<file path="src/rtl/clkgen_regs.sv">
module clkgen_regs #(
  parameter int CNT_W = 19,
  parameter int AW = 6,
  parameter logic [CNT_W-1:0] CNT_RST = 19'h40000,
  parameter logic [15:0] CTRL_RST = 16'h1A04
) (
  input  logic             clk,
  input  logic             rst_n,
  input  logic             wr_en,
  input  logic [AW-1:0]    addr,
  input  logic [31:0]      wdata,
  output logic [31:0]      rdata,
  input  logic             lock_a,
  input  logic             lock_b,
  output logic             byp_a,
  output logic             byp_b,
  output logic             en_a,
  output logic             en_b,
  output logic [2:0]       win_a,
  output logic [2:0]       win_b,
  output logic [CNT_W-1:0] n_a,
  output logic [CNT_W-1:0] m_a,
  output logic [CNT_W-1:0] k_a,
  output logic [CNT_W-1:0] n_b,
  output logic [CNT_W-1:0] m_b,
  output logic [CNT_W-1:0] k_b
);
  localparam int IW = AW - 2;
  localparam logic [IW-1:0] DERIVE_IDX = IW'(8);
  localparam logic [IW-1:0] STATUS_IDX = IW'(9);

  logic [CNT_W-1:0] cnt [2][3];
  logic [15:0]      ctrl [2];
  logic [1:0]       byp, lock_q, chg;
  logic [IW-1:0]    widx;
  logic [1:0]       lock;
  logic             unused_addr;

  assign widx = addr[AW-1:2];
  assign lock = {lock_b, lock_a};
  assign unused_addr = &{1'b0, addr[1:0]};

  always_ff @(posedge clk) begin
    if (!rst_n) begin
      byp    <= 2'b11;
      lock_q <= 2'b00;
      chg    <= 2'b00;
      for (int g = 0; g < 2; g++) begin
        ctrl[g] <= CTRL_RST;
        for (int r = 0; r < 3; r++) cnt[g][r] <= CNT_RST;
      end
    end else begin
      lock_q <= lock;
      for (int g = 0; g < 2; g++) begin
        for (int r = 0; r < 3; r++)
          if (wr_en && widx == IW'(4*g + r) && byp[g])
            cnt[g][r] <= wdata[CNT_W-1:0];
        if (wr_en && widx == IW'(4*g + 3))
          ctrl[g] <= wdata[15:0];
        chg[g] <= (lock[g] ^ lock_q[g]) |
                  (chg[g] & ~(wr_en && widx == STATUS_IDX && wdata[2+g]));
      end
      if (wr_en && widx == DERIVE_IDX && (wdata & ~32'h3000) == 32'h0010)
        byp <= wdata[13:12];
    end
  end

  always_comb begin
    rdata = '0;
    if (widx < IW'(8)) begin
      case (widx[1:0])
        2'd0:    rdata[CNT_W-1:0] = cnt[widx[2]][0];
        2'd1:    rdata[CNT_W-1:0] = cnt[widx[2]][1];
        2'd2:    rdata[CNT_W-1:0] = cnt[widx[2]][2];
        default: rdata[15:0]      = ctrl[widx[2]];
      endcase
    end else if (widx == DERIVE_IDX) begin
      rdata = {18'b0, byp, 12'h010};
    end else if (widx == STATUS_IDX) begin
      rdata = {26'b0, ~byp, chg, lock};
    end
  end

  assign byp_a = byp[0];
  assign byp_b = byp[1];
  assign en_a  = ctrl[0][0];
  assign en_b  = ctrl[1][0];
  assign win_a = ctrl[0][6:4];
  assign win_b = ctrl[1][6:4];
  assign n_a = cnt[0][0];
  assign m_a = cnt[0][1];
  assign k_a = cnt[0][2];
  assign n_b = cnt[1][0];
  assign m_b = cnt[1][1];
  assign k_b = cnt[1][2];
endmodule


</file>
<file path="config.mk">
export PLATFORM = sky130hd
export DESIGN_NAME = clkgen_regs
export DESIGN_NICKNAME = d
export VERILOG_FILES = /design/src/rtl/clkgen_regs.sv
export SDC_FILE = /design/constraint.sdc
export NUM_CORES = 1
export LEC_CHECK = 0
export BUFFER_PORTS_ARGS = -buffer_cell sky130_fd_sc_hd__buf_2
export CAP_MARGIN = 10
export CELL_PAD_IN_SITES_DETAIL_PLACEMENT = 1
export CELL_PAD_IN_SITES_GLOBAL_PLACEMENT = 2
export CORE_ASPECT_RATIO = 1.5
export CORE_MARGIN = 2
export CORE_UTILIZATION = 36
export DETAILED_ROUTE_END_ITERATION = 10
export PLACE_DENSITY_LB_ADDON = 0.1
export SLEW_MARGIN = 20
export SYNTH_ARGS = -nofsm -noshare
export SYNTH_HDL_FRONTEND = slang
export SYNTH_SLANG_ARGS = --single-unit
</file>
<file path="constraint.sdc">
create_clock -name clk -period 3.15 [get_ports clk]
set_input_delay 0.4725 -clock clk [delete_from_list [all_inputs] [get_ports clk]]
set_output_delay 0.4725 -clock clk [all_outputs]
set_load 0.03 [all_outputs]
</file>
# Yosys cells after proc, flatten, opt, wreduce, memory -nomap -nowiden
# Memory sizes are Yosys's and may differ from the RTL's.
# Index checks and enable logic that the tools add are counted.
[word_totals] mem_bits_ro=0 output_inout_bits=156 latch_bits=0 ff_bits=6 elab_cells=95 inputBits=43 mem_bits_rw=146 memories=2
[op_classes] bitwise_logic=17 n_reduce_logical=21 mul=0 div=0 add_sub_neg=0 eq_ne=12 magnitude_cmp=1 shift=0 muxes=39
[memory_table] memory="cnt" words=2 width=57 read_ports=3 rd_clocked_by_memory_dff=0 write_ports=2 line="32" rtl="logic [CNT_W-1:0] cnt [2][3];"
[memory_table] memory="ctrl" words=2 width=16 read_ports=3 rd_clocked_by_memory_dff=0 write_ports=2 line="33" rtl="logic [15:0] ctrl [2];"
[ops] op="$mux W19" n=7
[ops] op="$pmux W16 S3" n=1
[ops] op="$mux W16" n=2
[ops] op="$mux W32" n=1
[ops] op="$eq A30 B5 Y1 const B" n=1
[ops] op="$mux W1" n=25
[ops] op="$logic_and A1 B1 Y1" n=19
[ops] op="$eq A4 B3 Y1 const B" n=4
[ops] op="$mux W13" n=1
[ops] op="$or A1 B1 Y1" n=10
[ops] op="$pmux W3 S3" n=1
[ops] op="$eq A4 B2 Y1 const B" n=2
[ops] op="$eq A4 B4 Y1 const B" n=2
[ops] op="$mux W6" n=1
[ops] op="$eq A4 B1 Y1 const B" n=1
[ops] op="$logic_not A4 Y1" n=1
[ops] op="$lt A4 B4 Y1 const B" n=1
[ops] op="$and A1 B1 Y1" n=2
[ops] op="$eq A2 B1 Y1 const B" n=1
[ops] op="$eq A2 B2 Y1 const B" n=1
[ops] op="$logic_not A2 Y1" n=1
[ops] op="$not A1 Y1" n=2
[ops] op="$not A2 Y2" n=1
[ops] op="$xor A1 B1 Y1" n=2

# Logic depth before layout (Yosys ltp)
# Gate-level depths: netlist of the first run.
[depth] word_depth=7 mapped_depth=6 mapped_depth_nobuf=4

# Worst setup path before layout of the first run
# OpenSTA, ideal clock, no wires.
[synth_timing] path_kind="input to register" start="input port addr[4]" end="memory cnt[0][0] in the netlist's numbering, enable pin" t_required_ns=2.729 path_buffers=2 cell_stages=4 t_arrival_ns=2.371 setup_time_ns=0.421 setup_slack_ns=0.357 cell_sequence="buf_6 > buf_2 > nand3b_1 > o21ai_0"
[synth_lines] element="start: declaration" line="10" rtl="input logic [AW-1:0] addr,"
[synth_lines] element="end: declaration" line="32"

# Worst setup path after layout of the first run
[layout_timing] start="input port addr[3]" end="output port rdata[13]"
[layout_via] elab_chain_len=3 elab_cells_between_ends=8 cone_classes="order compare (1); eq/ne (3); mux (3); reduce/logical (1)"
[layout_lines] element="$eq A2 B2 Y1, or another cell as far along" line="71" rtl="case (widx[1:0])"
[layout_lines] element="$pmux W16 S3 / $mux W32 (equally long branches)" line="71, 77"
[layout_lines] element="$mux W19 (*)" line="70" rtl="if (widx < IW'(8)) begin"
[layout_lines] element="end: declaration" line="12" rtl="output logic [31:0] rdata,"
# Every way passes the cells marked *; elsewhere a longest branch is shown, timed or not.

==> metrics.txt, run 1 <==
Final Cell Area=0.00882 mm^2; Worst-Skew Late Latency=0.42 ns; routability cong.=0.763; initial core utilization=0.367; Fillers=2011; Finish-stage setup viols=0; Arrival @ worst endpoint=2.18 ns; Worst-Margin Slew=0.936 ns; FF+latch count, synth=152; DIE AREA=0.0206 mm^2; Cell Pwr Density=577 mW/mm^2; H-tree depth=4; post-cts resize count=0; worst hold slack=0.309 ns; RSZ-0062 raised after global routing=false; CTS sink cnt=152; Diodes inserted=0; GRT Total Usage=0.224; Layout Area Growth over Synthesis=25.9%; Max Cap Viol=0; drc violations=0; First-pass DRT Iterations=4; warnings from Yosys=0; critical path required time=2.68 ns; Synth Area in Compound Gates=0.0261; clock tree buffer depth=2; Root Buffer=clkbuf_16; Post-CTS Hold Fix Bufs=0; worst min path class=in2reg; XOR/XNOR share of the synthesized area=0.00250; Chip Width=118 um; post-synthesis sequential area ratio=0.643; IO Count=199; row count=62; Post-Syn Area=0.00700 mm^2; grt total ovfl=0; DP Worst Slack=0.457 ns; First DRT Iteration DRCs=259; vias after detailed routing=4783; CP max FO=23; max-slew violation count=0; total CTS buffers=17; placed cell area=0.00824 mm^2; Adder-Cell Fraction of Synth Area=0; largest net degree at the start of global routing=28; Rel. slew slack=0.375; outcome=finished, final reports clean; Die Height=175 um; CTS tree=done; Yosys cell types=41; multiplexer area fraction after synthesis=0.141; Clock transition at path regs=0.07 ns; drt total wl=23.0 mm; Final Total Pwr=5090 uW; syn_area_per_cell=15.6 um^2; WL per Instance=25.2 um; LEAKAGE=0.00373 uW; setup tns final=0 ns; Via density=5.24; post-CTS setup buffer count=0; endpoints failing hold=0; first-pass GRT wire length=33.3 mm; Max Clock Freq=377 MHz; Setup crit start kind=input pin; CORE AREA=0.0191 mm^2; Port Buf Inserts=183; Synth Instances=450; vias in the first global route=5111; HPWL after detailed placement=16.0 mm; initial antenna violation count=0; Post-Synth Simple-Gate Area=0.142; Critical Path End Type=output port; final setup margin=0.500 ns; clock skew=0.00905 ns; Max rail drop VDD=304 uV; proportion of layout cells with a drive suffix above 1=0.425; Layout Nets=687; largest family of logic cells by synthesized area=simple AND/OR/NAND/NOR gates; crit share post-route=0.841; kind of critical path=in2out; fin crit period=2.65 ns; remaining antenna violation count after routing=0
[power breakdown]
group	total [uW]	internal, uW	switching, uW
logic	671	209	462
clock network	2060	1240	821
registers	2360	2310	47.6
total	5090	3760	1330
[critical path, cell delays in order]
cell and delay, ns:
buf_2 0.55, buf_4 0.29, mux4_2 0.32, mux2i_1 0.15, o21ai_0 0.14, buf_2 0.24
[worst paths after layout]
path                               from    endpoint  slack [ns]  cells after the start
worst min register to register   chg[1]      chg[1]        0.52                      2
worst min-delay path             lock_a   lock_q[0]        0.31                      2
worst max-delay path            addr[3]   rdata[13]        0.50                      6
worst max register to register   byp[1]  cnt[1][19]        1.06                      4
[metrics by stage]
| stage | util | std cells |
|---|---|---|
| 2_1_floorplan | - | 462 |
| 3_3_place_gp | 0.432 | 881 |
| 3_5_place_dp | 0.432 | 881 |
| 4_1_cts | 0.462 | 912 |
| 5_1_grt | 0.462 | 912 |
| 6_report | 0.462 | 912 |
[layer usage]
metal | vias to the layer above | GRT usage | part of all wire | wire (um)
met5 | - | 0 | 0 | 0
met4 | 0 | 0.0693 | 0.014 | 330
met3 | 27 | 0.0437 | 0.050 | 1160
met2 | 178 | 0.408 | 0.54 | 12400
met1 | 2499 | 0.267 | 0.40 | 9140
li1 | 2079 | - | - | -
[cell usage in the layout, fill, tap and decap left out, types with 5 or more instances in the layout]
master	synthesis	layout
nor2_1	15	15
mux2i_1	25	25
edfxtp_1	146	146
nor4_1	5	5
clkbuf_16	0	17
o21ai_0	13	9
buf_4	24	24
nand2_1	17	17
a211oi_1	6	6
mux4_2	28	28
nor2b_1	7	7
a21oi_1	6	6
and3_1	14	14
nand2b_1	6	6
buf_2	9	183
dfxtp_1	6	6
and3b_1	17	17
nand3_1	5	5
conb_1	1	13
and2_1	55	55
[area by class of cell]
cell class                 count  area [um^2]  area share
clock buffer                  18          429      0.0487
clock inverter                13          154      0.0175
inverter                       2         7.51    0.000851
multi-input combinational    261         2250       0.255
sequential                   152         4500       0.511
tap                          256          320      0.0363
timing repair buffer         210         1160       0.131
[flip-flops by register name, indices dropped and copies added, names as in the netlist]
register	flops
cnt	114
ctrl	32
byp	2
chg	2
lock_q	2
[cells in the mapped netlist (all sizes together)]
cell	n	share of area
edfxtp	146	0.63
and2	55	0.049
buf	36	0.037
mux4	32	0.11
mux2i	25	0.036
nand2	18	0.010
and3b	17	0.021
nor2	17	0.0098
and3	14	0.013
o21ai	13	0.0093
clkbuf	11	0.0063
nor2b	7	0.0063
a211oi	6	0.0064
a21oi	6	0.0043
dfxtp	6	0.017
nand2b	6	0.0054
nand3	5	0.0036
nor4	5	0.0045
nor3	4	0.0029
nor4b	3	0.0059
and4bb	2	0.0036
inv	2	0.0011
or3	2	0.0018
xor2	2	0.0025
a21o	1	0.0011
and4b	1	0.0016
conb	1	0.00054
nand3b	1	0.0011
nand4	1	0.00089
nor3b	1	0.0011
o21a	1	0.0021
o32ai	1	0.0013
o41a	1	0.0016
or3b	1	0.0013
[cell families after synthesis]
family / count (synthesis)
compound gates: 29
xor+xnor: 2
buf+inv: 49
flops: 152
mux: 57
other cells: 1
simple gates: 160
(Power assumes the default switching activity.)
==> inputs of run 2 (changes only) <==
--- a/config.mk
+++ b/config.mk
@@ -5,13 +5,14 @@
 export SDC_FILE = /design/constraint.sdc
 export NUM_CORES = 1
 export LEC_CHECK = 0
+export ABC_AREA = 1
 export BUFFER_PORTS_ARGS = -buffer_cell sky130_fd_sc_hd__buf_2
 export CAP_MARGIN = 10
 export CELL_PAD_IN_SITES_DETAIL_PLACEMENT = 1
 export CELL_PAD_IN_SITES_GLOBAL_PLACEMENT = 2
 export CORE_ASPECT_RATIO = 1.5
 export CORE_MARGIN = 2
-export CORE_UTILIZATION = 36
+export CORE_UTILIZATION = 31
 export DETAILED_ROUTE_END_ITERATION = 10
 export PLACE_DENSITY_LB_ADDON = 0.1
 export SLEW_MARGIN = 20
==> constraint.sdc (replaced) <==
create_clock -name clk -period 2.5 [get_ports clk]
set_input_delay 0.375 -clock clk [delete_from_list [all_inputs] [get_ports clk]]
set_output_delay 0.375 -clock clk [all_outputs]
set_load 0.03 [all_outputs]
==> run 2 against run 1 <==
Clock skew decreased by 0.0038 ns. Synthesized cell count is 62% higher. Combinational power increased by 29%. Die area is 16% higher. Critical path depth rose by 4. Routed wire length up 15%. Clock power increased by 26%. Critical path type unchanged. Largest cell class unchanged.
==> metrics.txt, run 2 <==
Worst-Skew Late Latency=0.43 ns; most flop-heavy register=cnt; DIE AREA=0.0240 mm^2; Die Height=189 um; HPWL after detailed placement=19.9 mm; Top Registers=cnt x114, ctrl x32; Layout Area Growth over Synthesis=27.4%; row count=67; fin crit period=2.25 ns; Port Buf Inserts=183; first-pass GRT wire length=39.5 mm; Max Clock Freq=444 MHz; routability cong.=0.829; Cell Pwr Density=716 mW/mm^2; RSZ-0062 raised after global routing=false; Critical Path End Type=output port; Placed Cells=1192; Synth Instances=731; syn_area_per_cell=9.64 um^2; most common cell after layout, fill and taps aside=nand2_1; setup tns final=0 ns; post-cts resize count=0; post-layout util=0.403; Layout Nets=978; Arrival @ worst endpoint=1.88 ns; CTS tree=done; outcome=finished, final reports clean; Max Cap Viol=0; Setup crit start kind=input pin; most frequent cell after synthesis=nand2_1; LEAKAGE=0.00414 uW; Diodes inserted=0; post-synthesis sequential area ratio=0.639; Finish-stage setup viols=0; number of enable flip-flop cells after synthesis=146; highest-count cells in the layout ignoring fill and taps=nand2_1 (213), buf_2 (183), edfxtp_1 (146); post-synth top area share=0.622; leading area contributor after synthesis=edfxtp_1; vias after detailed routing=5972; max-slew violation count=0; Post-CTS Hold Fix Bufs=0; largest net degree at the start of global routing=34; crit share post-route=0.901; WL per Instance=21.7 um; First DRT Iteration DRCs=311; initial core utilization=0.316; Clock transition at path regs=0.06 ns; clock skew=0.00527 ns; H-tree depth=4; CP max FO=10; remaining antenna violation count after routing=0; worst hold slack=0.178 ns; Via density=4.89; critical path required time=2.12 ns; max reg flops=114; endpoints failing hold=0; FF+latch count, synth=152; grt total ovfl=0; GRT Total Usage=0.227; Max rail drop VDD=362 uV; Post-Syn Area=0.00705 mm^2; vias in the first global route=6455; Fillers=2635; drc violations=0; Yosys cell types=26; Rel. slew slack=0.655; largest family of logic cells by synthesized area=simple AND/OR/NAND/NOR gates; initial antenna violation count=0; IO Count=199; XOR/XNOR share of the synthesized area=0.00249; Final Total Pwr=6430 uW; Synth Area in Compound Gates=0.0469; multiplexer area fraction after synthesis=0; CORE AREA=0.0223 mm^2; kind of critical path=in2out; warnings from Yosys=0; post-route insts no fill=1221; proportion of layout cells with a drive suffix above 1=0.289; Synth Flop Type=edfxtp_1; Post-Synth Simple-Gate Area=0.234; total CTS buffers=17; post-CTS setup buffer count=0; CTS sink cnt=152; ys async rst share=0; Adder-Cell Fraction of Synth Area=0; drt total wl=26.5 mm; synth top area cells=edfxtp_1 (62%), nand2_1 (11%), nor2_1 (7.1%); top post-synthesis cells by count=nand2_1 (213), edfxtp_1 (146), nor2_1 (134); worst min path class=in2reg; Worst-Margin Slew=0.516 ns; Chip Width=127 um; First-pass DRT Iterations=5; Root Buffer=clkbuf_16; clock tree buffer depth=2
[run 2: cell types whose count changed in the layout (fill, tap and decap cells not counted), moves of 12 or more]
cell     previous run  this run
a21oi_1             6        30
and2_1             55         0
and3_1             14         0
and3b_1            17         0
buf_4              24        36
inv_1               2        58
mux2i_1            25         0
mux4_2             28         0
nand2_1            17       213
nand3_1             5        20
nand4_1             1        18
nor2_1             15       134
o21ai_0             9        26
[run 2: cells by family (layout without fill, tap and decap cells)]
| family | count (synthesis) | in the layout |
|---|---|---|
| AND/OR/NAND/NOR | 401 | 401 |
| flip-flops | 152 | 152 |
| buffers and inverters | 112 | 314 |
| AO/OA/AOI/OAI | 63 | 63 |
| XOR/XNOR | 2 | 2 |
| other | 1 | 13 |
[run 2: area by class of cell]
| class | count | area [um^2] | share of cell area |
|---|---|---|---|
| flip-flops and latches | 152 | 4500 | 0.502 |
| multi-input cells | 479 | 2050 | 0.228 |
| repair buffers | 223 | 1270 | 0.141 |
| clock buffers | 17 | 425 | 0.0474 |
| well taps | 276 | 345 | 0.0385 |
| inverters | 62 | 233 | 0.0259 |
| clock inverters | 12 | 155 | 0.0173 |
[run 2: path summary, 6_finish.rpt]
path,startpoint,end,slack [ns],cells after the start
worst max-delay path,addr[2],rdata[6],0.25,10
worst min-delay path,lock_a,lock_q[0],0.18,3
worst max register to register,byp[1],cnt[0][36],0.55,7
worst min register to register,chg[0],chg[0],0.49,2
[run 2: metrics by stage]
stage / area (um^2) / worst slack [ns]
after floorplan: 7090 / 0.256
after global placement: 8400 / 0.210
after detailed placement: 8400 / 0.133
after CTS: 8980 / 0.204
after global routing: 8980 / 0.101
final: 8980 / 0.246
[run 2: layer usage]
| metal | share of wire | wire length (um) | track usage | vias up |
|---|---|---|---|---|
| met5 | 0 | 0 | 0 | - |
| met4 | 0.019 | 495 | 0.0697 | 0 |
| met3 | 0.051 | 1360 | 0.0511 | 38 |
| li1 | - | - | - | 2775 |
| met2 | 0.56 | 14800 | 0.433 | 194 |
| met1 | 0.37 | 9910 | 0.244 | 2965 |
[run 2: critical path, cell delays in order]
cell,delay (ns)
buf_2,0.12
inv_1,0.13
nand2_1,0.17
inv_2,0.22
buf_4,0.25
nand2_1,0.08
nand4_1,0.14
a21oi_1,0.08
nor2_1,0.10
buf_2,0.21
[run 2: power by group]
part	total (uW)	internal [uW]	switching [uW]	leakage, uW
sequential	2970	2910	63.9	0.00152
clock	2590	1550	1040	0.000281
combinational	865	220	645	0.00233
==> inputs of run 3 (changes only) <==
--- a/config.mk
+++ b/config.mk
@@ -15,6 +15,7 @@
 export CORE_UTILIZATION = 31
 export DETAILED_ROUTE_END_ITERATION = 10
 export PLACE_DENSITY_LB_ADDON = 0.1
+export SETUP_SLACK_MARGIN = 0.3
 export SLEW_MARGIN = 20
 export SYNTH_ARGS = -nofsm -noshare
 export SYNTH_HDL_FRONTEND = slang
==> run 3 against run 2 <==
Core utilization grew 0.22 points. Register-to-register slack gained 0.02 ns. Final area grew 0.56%. Sequential power is essentially flat. Global-route usage shrank 0.11 points. Via count grew 0.57%. Maximum frequency grew 7.8%. Power shrank 0.33%. Final cell count grew 0.66%. Critical path depth shrank 1. Combinational power grew 0.5%. Critical path type unchanged. Largest power group unchanged.
==> metrics.txt, run 3 (same netlist as run 2, synthesis figures left out) <==
outcome=finished, final reports clean; Top Registers=cnt x114, ctrl x32; routability cong.=0.827; DIE AREA=0.0240 mm^2; r2r worst-path depth=5; Layout Area Growth over Synthesis=28.1%; Max Clock Freq=478 MHz; GRT Total Usage=0.225; remaining antenna violation count after routing=0; Worst R2R End=cnt[0][35]; endpoints failing hold=0; clock skew=0.00908 ns; clock power share=0.400; Layout Nets=983; First-pass DRT Iterations=5; Worst-Skew Late Latency=0.43 ns; clock tree buffer depth=2; first-pass GRT wire length=39.3 mm; Setup crit start kind=input pin; Rel. slew slack=0.455; Arrival @ worst endpoint=1.72 ns; Cell Pwr Density=709 mW/mm^2; critical path required time=2.12 ns; Setup crit start=addr[4]; R2R Setup Slk=0.57 ns; Max Cap Viol=0; crit share post-route=0.836; WL per Instance=21.4 um; largest net degree at the start of global routing=27; Critical Path End=rdata[4]; DP Worst Slack=0.144 ns; setup tns final=0 ns; fin crit period=2.09 ns; vias after detailed routing=6006; CTS sink cnt=152; CP cell instances=clkbuf_4 -> inv_2 -> buf_6 -> nand2_1 -> nor3_2 -> buf_4 -> a21oi_1 -> nand2_1 -> buf_2; Sw Pwr=1720 uW; IO Count=199; post-route insts no fill=1229; drc violations=0; Die Height=189 um; row count=67; max reg flops=114; CP dominant cell by count=nand2_1; total CTS buffers=17; r2r startpoint=byp[0]; drt total wl=26.3 mm; worst min path class=in2reg; CP max stage cell=buf_2; Critical Path End Type=output port; kind of critical path=in2out; Chip Width=127 um; Hold Crit Depth=3; final setup margin=0.410 ns; highest-count cells in the layout ignoring fill and taps=nand2_1 (212), buf_2 (182), edfxtp_1 (146); Largest stage delay, worst path=0.21 ns; proportion of layout cells with a drive suffix above 1=0.295; most flop-heavy register=cnt; Flop pwr share=0.464; grt total ovfl=0; initial core utilization=0.316; HPWL after detailed placement=20.1 mm; Post-CTS Hold Fix Bufs=0; H-tree depth=4; RSZ-0062 raised after global routing=true; max-slew violation count=0; First DRT Iteration DRCs=337; Comb power frac=0.136; vias in the first global route=6530; Via density=4.89; CORE AREA=0.0223 mm^2; Clock transition at path regs=0.06 ns; post-CTS setup buffer count=0; most common cell after layout, fill and taps aside=nand2_1; Finish-stage setup viols=0; Final Total Pwr=6410 uW; Sw Share=0.269; Port Buf Inserts=183; CTS tree=done; CP max FO=12; Placed Cells=1197; LEAKAGE=0.00417 uW; Pint=4690 uW; Root Buffer=clkbuf_16; Max rail drop VDD=448 uV; Worst-Margin Slew=0.816 ns; initial antenna violation count=2
[run 3: per-layer routing]
| layer | wire (um) | vias up | GRT usage |
|---|---|---|---|
| li1 | - | 2791 | - |
| met1 | 9730 | 2941 | 0.239 |
| met2 | 14100 | 220 | 0.418 |
| met3 | 1570 | 54 | 0.0542 |
| met4 | 900 | 0 | 0.101 |
| met5 | 0 | - | 0 |
[run 3: timing repair]
item | 4_1_cts | 5_1_grt
setup endpoints to repair | 5 | 16
resized for setup | 4 | 10
gates cloned | 0 | 0
[run 3: area by class of cell]
| type | count | area [um^2] |
|---|---|---|
| Timing Repair Buffer | 228 | 1300 |
| Antenna cell | 2 | 5.00 |
| Tap cell | 276 | 345 |
| Clock buffer | 17 | 425 |
| Multi-Input combinational cell | 479 | 2060 |
| Clock inverter | 13 | 156 |
| Inverter | 62 | 235 |
| Fill cell | 2622 | 13300 |
| Sequential cell | 152 | 4500 |
[run 3: worst max-delay path: cells and delay by family]
family / cells / cell delay (ns)
buffers and inverters: 5 / 0.91
AND/OR/NAND/NOR: 3 / 0.33
AO/OA/AOI/OAI: 1 / 0.10
[run 3: power by group through the flow]
stage | sequential (uW) | combinational (uW) | clock [uW]
after global placement | 3020 | 861 | 0
after CTS | 2980 | 876 | 2620
after floorplan | 3180 | 376 | 0
after global routing | 2990 | 936 | 2700
after detailed placement | 3030 | 872 | 0
final | 2980 | 869 | 2560
[run 3: worst min-delay path by stage]
stage,slack [ns],to,startpoint
2_1_floorplan,0.45,chg[0],chg[0]
3_3_place_gp,0.47,byp[1],byp[1]
3_5_place_dp,0.49,chg[0],chg[0]
4_1_cts,0.18,lock_q[0],lock_a
5_1_grt,0.19,lock_q[1],lock_b
6_report,0.19,lock_q[0],lock_a
[run 3: stage by stage]
step           area (um^2)  hold slack [ns]  utilization
4_1_cts               9010            0.179        0.404
2_1_floorplan         7100            0.450            -
5_1_grt               9030            0.192        0.405
6_report              9030            0.193        0.405
3_3_place_gp          8410            0.468        0.377
3_5_place_dp          8410            0.486        0.377
